==> config.mk <==
export PLATFORM = sky130hd
export DESIGN_NAME = pow2_clk_div
export DESIGN_NICKNAME = d
export VERILOG_FILES = /design/src/rtl/pow2_clk_div_pkg.sv /design/src/rtl/stage_adjuster.sv /design/src/rtl/period_counter.sv /design/src/rtl/pow2_clk_div.sv
export SDC_FILE = /design/constraint.sdc
export NUM_CORES = 1
export LEC_CHECK = 0
export BUFFER_PORTS_ARGS = -buffer_cell sky130_fd_sc_hd__buf_2
export CAP_MARGIN = 20
export CORE_MARGIN = 3
export CORE_UTILIZATION = 34
export DETAILED_ROUTE_END_ITERATION = 16
export SLEW_MARGIN = 20
export SYNTH_ARGS = -nofsm -noshare
export SYNTH_HDL_FRONTEND = slang
export SYNTH_HIERARCHICAL = 1
export SYNTH_SLANG_ARGS = --single-unit
==> constraint.sdc <==
create_clock -name clk -period 2 [get_ports clk]
set_input_delay 0 -clock clk [delete_from_list [all_inputs] [get_ports clk]]
set_output_delay 0 -clock clk [all_outputs]
set_load 0.005 [all_outputs]
==> src/rtl/pow2_clk_div_pkg.sv <==
package pow2_clk_div_pkg;

    typedef enum logic {
        DIR_DOWN = 1'b0,
        DIR_UP   = 1'b1
    } adj_dir_e;

    // Map an exponent code onto the usable range: codes above the top act as the top.
    function automatic int unsigned clamp_code(input int unsigned code, input int unsigned top);
        return (code > top) ? top : code;
    endfunction

endpackage

==> src/rtl/stage_adjuster.sv <==
module stage_adjuster
    import pow2_clk_div_pkg::*;
#(
    parameter int STAGE_W    = 8,
    parameter int EXP_W      = 4,
    parameter int EXP_MAX    = 9,
    parameter int COARSE_BIT = 5
) (
    input  logic               clk,
    input  logic               rst_n,
    input  logic               adj_valid,
    input  logic               adj_up,
    input  logic               adj_coarse,
    output logic [STAGE_W-1:0] stage_q_o,
    output logic [EXP_W-1:0]   exp_q_o
);

    localparam int SUM_W = STAGE_W + 1;

    typedef struct packed {
        logic [EXP_W-1:0]   expo;
        logic [STAGE_W-1:0] stage;
    } adj_state_t;

    adj_state_t st_d, st_q;

    logic [SUM_W-1:0] step_w;
    logic [SUM_W-1:0] sum_w;
    logic [SUM_W-1:0] diff_w;
    logic [EXP_W-1:0] exp_eff;
    logic             exp_at_top;
    logic             exp_at_bot;
    adj_dir_e         dir;

    always_comb begin
        dir        = adj_dir_e'(adj_up);
        step_w     = adj_coarse ? (SUM_W'(1) << COARSE_BIT) : SUM_W'(1);
        sum_w      = {1'b0, st_q.stage} + step_w;
        diff_w     = {1'b0, st_q.stage} - step_w;
        exp_eff    = EXP_W'(clamp_code(int'(st_q.expo), EXP_MAX));
        exp_at_top = (exp_eff == EXP_W'(EXP_MAX));
        exp_at_bot = (exp_eff == '0);

        st_d = st_q;
        if (adj_valid) begin
            if (dir == DIR_UP) begin
                if (!sum_w[STAGE_W]) begin
                    st_d.stage = sum_w[STAGE_W-1:0];
                end else if (exp_at_top) begin
                    st_d.stage = '1;
                    st_d.expo  = exp_eff;
                end else begin
                    st_d.stage = sum_w[STAGE_W-1:0];
                    st_d.expo  = exp_eff + EXP_W'(1);
                end
            end else begin
                if (!diff_w[STAGE_W]) begin
                    st_d.stage = diff_w[STAGE_W-1:0];
                end else if (exp_at_bot) begin
                    st_d.stage = '0;
                    st_d.expo  = '0;
                end else begin
                    st_d.stage = diff_w[STAGE_W-1:0];
                    st_d.expo  = exp_eff - EXP_W'(1);
                end
            end
        end
    end

    always_ff @(posedge clk) begin
        if (!rst_n) begin
            st_q <= '0;
        end else begin
            st_q <= st_d;
        end
    end

    assign stage_q_o = st_q.stage;
    assign exp_q_o   = st_q.expo;

endmodule

==> src/rtl/period_counter.sv <==
module period_counter
    import pow2_clk_div_pkg::*;
#(
    parameter int EXP_W   = 4,
    parameter int EXP_MAX = 9,
    parameter int CNT_W   = 9
) (
    input  logic             clk,
    input  logic             rst_n,
    input  logic [EXP_W-1:0] exp_req,
    output logic             tick_o
);

    typedef struct packed {
        logic [CNT_W-1:0] cnt;
        logic [EXP_W-1:0] act;
    } cnt_state_t;

    cnt_state_t cs_d, cs_q;

    logic [CNT_W-1:0] last_cnt;
    logic             wrap;

    always_comb begin
        // Terminal count of the running period: 2^act - 1.
        last_cnt = ~({CNT_W{1'b1}} << cs_q.act);
        wrap     = (cs_q.cnt == last_cnt);

        cs_d = cs_q;
        if (wrap) begin
            cs_d.cnt = '0;
            // The requested exponent is sampled only at a period boundary.
            cs_d.act = EXP_W'(clamp_code(int'(exp_req), EXP_MAX));
        end else begin
            cs_d.cnt = cs_q.cnt + CNT_W'(1);
        end
    end

    always_ff @(posedge clk) begin
        if (!rst_n) begin
            cs_q <= '0;
        end else begin
            cs_q <= cs_d;
        end
    end

    assign tick_o = wrap;

endmodule

==> src/rtl/pow2_clk_div.sv <==
module pow2_clk_div #(
    parameter int STAGE_W    = 8,
    parameter int EXP_W      = 4,
    parameter int EXP_MAX    = 9,
    parameter int COARSE_BIT = 5
) (
    input  logic               clk,
    input  logic               rst_n,
    input  logic               adj_valid,
    input  logic               adj_up,
    input  logic               adj_coarse,
    output logic               div_tick,
    output logic [EXP_W-1:0]   exp_o,
    output logic [STAGE_W-1:0] stage_o
);

    localparam int CNT_W = (EXP_MAX > 0) ? EXP_MAX : 1;

    logic [STAGE_W-1:0] stage_w;
    logic [EXP_W-1:0]   exp_w;

    stage_adjuster #(
        .STAGE_W   (STAGE_W),
        .EXP_W     (EXP_W),
        .EXP_MAX   (EXP_MAX),
        .COARSE_BIT(COARSE_BIT)
    ) u_adj (
        .clk       (clk),
        .rst_n     (rst_n),
        .adj_valid (adj_valid),
        .adj_up    (adj_up),
        .adj_coarse(adj_coarse),
        .stage_q_o (stage_w),
        .exp_q_o   (exp_w)
    );

    period_counter #(
        .EXP_W  (EXP_W),
        .EXP_MAX(EXP_MAX),
        .CNT_W  (CNT_W)
    ) u_cnt (
        .clk    (clk),
        .rst_n  (rst_n),
        .exp_req(exp_w),
        .tick_o (div_tick)
    );

    assign exp_o   = exp_w;
    assign stage_o = stage_w;

endmodule

Word-level counts from Yosys, hierarchy flattened
Index checks and enable logic that the tools add are counted.

Add/sub/neg operators: 5. $mul: 0. Div/mod/pow operators: 0. $lt $le $gt $ge: 1. Equality and inequality tests: 3. Shift-type cells: 1. Muxes and demuxes: 9. Bitwise logic cells: 2. Reductions and logical operators: 4.

Operators by type and width (number): $mux 12 (3); $mux 8 (2); $mux 4 (3); $add 8x9->9 (1); $add 9x1->9 const B (1); $eq 9x9->1 (1); $not 9->9 (1); $shl 9x4->9 const A (1); $sub 8x9->9 (1); $mux 6 (1); $add 4x1->4 const B (1); $eq 4x4->1 const B (1); $gt 4x4->1 const B (1); $logic_not 4->1 (1); $sub 4x1->4 const B (1); $reduce_and 3->1 (1); $ne 2x1->1 const B (1); $reduce_bool 2->1 (1); $reduce_or 2->1 (1); $not 1->1 (1).

Flip-flop bits (word level): 25. Latch bits: 0. Bits in writable memories: 0. ROM bits: 0. Memories: 0.

Depth between registers and ports, before layout
Depth after elaboration: 6. Gate-level depth with buffers: 8. Mapped depth without buffers: 7.

Cells and area by module
The synthesis kept the hierarchy.

By module, submodules not included: stage_adjuster (times used 1, cells an instance 156, area each 1216.2 µm², seq. area each 240.2 µm²); period_counter (times used 1, cells an instance 87, area each 790.8 µm², seq. area each 260.2 µm²).

Least setup slack after synthesis
Ideal clock, no wire load.

Path type: register to register. Start: reg u_adj.st_q, in the netlist u_adj/stage_q_o[0]. End: reg u_adj.st_q, in the netlist u_adj/stage_q_o[1]. Arrival: 1823 ps. Data required time: 1855 ps. Setup slack: 32 ps. Stages on the path, launching flop included: 8. Buffers on the path: 0. Clock period less this slack: 1968 ps. Cell sequence: dfxtp_1 -> inv_1 -> ha_1 -> ha_1 -> or4b_4 -> a211o_1 -> a22oi_2 -> a221oi_1.

Word-level cells in the longest chain between the ends: 4.

Ends and longest elaborated chain: start, declared (RTL line stage_adjuster.sv:25) `adj_state_t st_d, st_q;`; start signal, assigned (RTL line stage_adjuster.sv:74) `st_q <= st_d;`; $sub 8x9->9 or $add 8x9->9 (tied branches) (RTL line stage_adjuster.sv:39, stage_adjuster.sv:38); $mux 12, on equally long branches (RTL line stage_adjuster.sv:59, stage_adjuster.sv:49); $mux 8, on equally long branches (RTL line stage_adjuster.sv:57, stage_adjuster.sv:47); $mux 12 * (RTL line stage_adjuster.sv:46) `if (dir == DIR_UP) begin`.

Every way passes the cells marked *; elsewhere a longest branch is shown, timed or not. A chain may end at the register's enable or synchronous reset.

Final worst setup path
Start: reg u_adj.st_q, in the netlist u_adj/stage_q_o[0]. End: reg u_adj.st_q, in the netlist u_adj/stage_q_o[6].

The elaborated chain is that of the path after synthesis.

==> flow_summary.json <==
{
  "clkSlewWorstSetupHoldPaths_ps": 100,
  "drt_iter0_drc": 92,
  "synth_area_leader_cell": "dfxtp_1",
  "timing.rr.start": "u_adj/stage_q_o[0]$_SDFFE_PN0P_",
  "gr-usage-all-layers": 0.140,
  "p_leak_uw": 0.000962,
  "ioPinCount": 18,
  "seqCellArea_um2": 502,
  "synthCells": 243,
  "dpl.hpwl_um": 3470,
  "cp-end-kind": "flop",
  "fin_util": 0.421,
  "cts_tree": "built",
  "crit_path_end": "u_adj/stage_q_o[6]$_SDFFE_PN0P_",
  "antennaDiodeCount": 0,
  "yosys_most_used_dff": "dfxtp_1",
  "coreArea_um2": 5610,
  "power_frac_comb": 0.318,
  "worstReg2RegEnd": "u_adj/stage_q_o[6]$_SDFFE_PN0P_",
  "reg2reg_slack_ps": 20,
  "fp.dieArea_um2": 6860,
  "ir_drop_mv": 0.229,
  "cts_root_buf": "clkbuf_8",
  "cp_slowest_cell": "or4b_4",
  "routed_wl_um": 4920,
  "viasPerCell": 5.52,
  "cap_violations": 0,
  "clk_latency_ps": 270,
  "wl_per_cell_um": 14.4,
  "crit_arrival_ps": 2140,
  "grt_overflow": 0,
  "h-tree-depth": 1,
  "nets": 283,
  "dieWidth_um": 82.8,
  "synthToLayoutAreaGrowth_pct": 17.7,
  "synth_seq_cells": 25,
  "fillers": 567,
  "synth-edff-count": 0,
  "ant_nets": 0,
  "rsz0062_at_grt": "yes",
  "seqPwrFrac": 0.428,
  "postCtsHoldBufs": 0,
  "p_switching_uw": 424,
  "finalCritPeriodShare": 0.991,
  "cp_max_fo": 4,
  "setup.worst_path.start": "u_adj/stage_q_o[0]$_SDFFE_PN0P_",
  "start_util": 0.358,
  "ys_types": 64,
  "hold_class": "in -> reg",
  "synth.net_count": 256,
  "fin_worst_skew_ps": 2.12,
  "drt_drc_violations_left": 0,
  "place_congestion": 0.834,
  "clock_path_buffers": 2,
  "fin_crit_ps": 1980,
  "multi_input_area_um2": 1430,
  "criticalPathCategory": "reg -> reg",
  "tightestPinTransition_ps": 452,
  "fmax_mhz": 504,
  "grt_pass1_wl_um": 8350,
  "instances_no_fill": 341,
  "first_pass_iters": 4,
  "power.internal_uw": 846,
  "hold_viol": 0,
  "setup_violations": 0,
  "die_h_um": 82.8,
  "numCtsBuffers": 3,
  "swShare": 0.334,
  "drive_above_1_share": 0.253,
  "slew_headroom": 0.698,
  "yosys_warnings": 6,
  "row_count": 27,
  "yosys.area.top_type_share": 0.249,
  "ff2ff_path_depth": 7,
  "grt_max_degree": 24,
  "grt_pass1_vias": 1750,
  "seq_area_frac_synth": 0.249,
  "synthTopCellsByArea": "dfxtp_1 25%, ha_1 5.0%, xor2_1 4.4%",
  "placedCellCount": 336,
  "path_cells": "inv_2, ha_4, ha_4, or4b_4, a211oi_2, mux2i_1, a211oi_2",
  "slew_viol_final": 0,
  "cts_sinks": 25,
  "status": "finished, final reports clean",
  "portBuffers": 17,
  "synth.avg_cell_area_um2": 8.26,
  "crit_required_ps": 2160,
  "start_kind": "flop",
  "critical-path-max-stage-delay_ps": 500,
  "pwr-share-clk": 0.254,
  "syn_area_um2": 2010,
  "powerDensity_nw_per_um2": 537,
  "antenna_found_initial": 0,
  "vias": 1883,
  "ys_async_sr_fraction": 0
}
[Yosys cell counts, drive strengths merged, types with 2 or more instances]
| cell | n |
|---|---|
| a211oi | 7 |
| o21ai | 11 |
| clkbuf | 10 |
| and3 | 5 |
| nand4b | 3 |
| nor4b | 2 |
| nand2b | 3 |
| o41ai | 2 |
| nand2 | 18 |
| mux2i | 8 |
| buf | 9 |
| a21o | 2 |
| inv | 7 |
| o211ai | 3 |
| a31oi | 6 |
| and2 | 3 |
| or4 | 4 |
| ha | 8 |
| o32ai | 2 |
| nor2b | 2 |
| a22oi | 2 |
| dfxtp | 25 |
| or3 | 4 |
| nand3b | 3 |
| nor3 | 7 |
| xor2 | 10 |
| o311ai | 2 |
| xnor2 | 8 |
| o21a | 3 |
| nor4 | 5 |
| or4b | 3 |
| nor2 | 17 |
| nor3b | 2 |
| o31ai | 4 |
| nand3 | 15 |
| a21oi | 5 |
[layout make-up]
class	count	area share
multi-input cells	192	0.605
flip-flops and latches	25	0.212
repair buffers	41	0.112
well taps	72	0.0381
clock buffers	3	0.0175
inverters	7	0.0111
clock inverters	1	0.00318
[layout by cell type, fill, tap and decap left out, drive strengths merged, types with 8 or more instances in the layout]
master,count
ha,8
buf,41
nand2,18
dfxtp,25
mux2i,8
nand3,15
xor2,10
o21ai,11
nor2,17
xnor2,8
[sequential cells by signal (all words and copies together), names as in the netlist]
name             cells
u_cnt/cs_q          13
u_adj/stage_q_o      8
u_adj/exp_q_o        4
[through the flow]
stage	setup TNS, ps	worst slack, ps	instance area (µm²)	hold slack, ps	power, µW
finish	0	17.8	2360	76.4	1270
floorplan	0	31.8	2010	158	807
global placement	0	35.6	2260	382	923
CTS	0	2.54	2310	80.6	1250
detailed placement	-4.81	-3.20	2260	384	922
global route	-40.9	-16.7	2360	108	1340
[worst max-delay path: cells and delay by family, from the launching register on]
| kind | cells | cell delay (ps) |
|---|---|---|
| mux | 1 | 290 |
| fa+ha+maj | 2 | 270 |
| flops | 1 | 330 |
| simple gates | 1 | 500 |
| compound gates | 2 | 390 |
| buf+inv | 1 | 70 |
[cells by family (layout without fill, tap and decap cells)]
kind of cell               after synthesis  after routing  synth area share
DFF                                     25             25             0.249
adders and majority gates                8              8            0.0499
buffers and inverters                   26             52            0.0623
and+or+nand+nor                         99             99             0.278
AOI/OAI and AO/OA                       59             59             0.242
xor gates and xnor gates                18             18            0.0786
muxes                                    8              8            0.0399
[how the worst min path moves through the flow]
stage,from,endpoint,slack [ps],cells past startpoint
global route,adj_valid,u_adj/stage_q_o[0]$_SDFFE_PN0P_,110,3
global placement,adj_valid,u_adj/stage_q_o[0]$_SDFFE_PN0P_,380,3
finish,adj_valid,u_adj/stage_q_o[0]$_SDFFE_PN0P_,80,3
detailed placement,adj_valid,u_adj/stage_q_o[0]$_SDFFE_PN0P_,380,3
CTS,adj_valid,u_adj/stage_q_o[0]$_SDFFE_PN0P_,80,3
floorplan,rst_n,u_adj/exp_q_o[2]$_SDFFE_PN0P_,160,2
[what timing repair did]
action,4_1_cts,5_1_grt
setup buffers,1,0
setup endpoints to repair,4,12
pin swaps,1,3
resized for setup,1,10
endpoints found under the hold margin,0,0
[power by group through the flow]
stage | Sequential, µW | Clock (µW) | Combinational, µW
CTS | 542 | 338 | 375
detailed placement | 553 | 0 | 369
global route | 547 | 350 | 442
floorplan | 550 | 0 | 257
finish | 543 | 322 | 404
global placement | 554 | 0 | 368
[layer usage]
metal | up-vias | GRT usage | wire (µm)
met5 | - | 0 | 0
met4 | 0 | 0.0223 | 8
met3 | 2 | 0.0258 | 210
met2 | 46 | 0.242 | 2450
met1 | 869 | 0.185 | 2260
li1 | 966 | - | -
(Power assumes the default switching activity.)
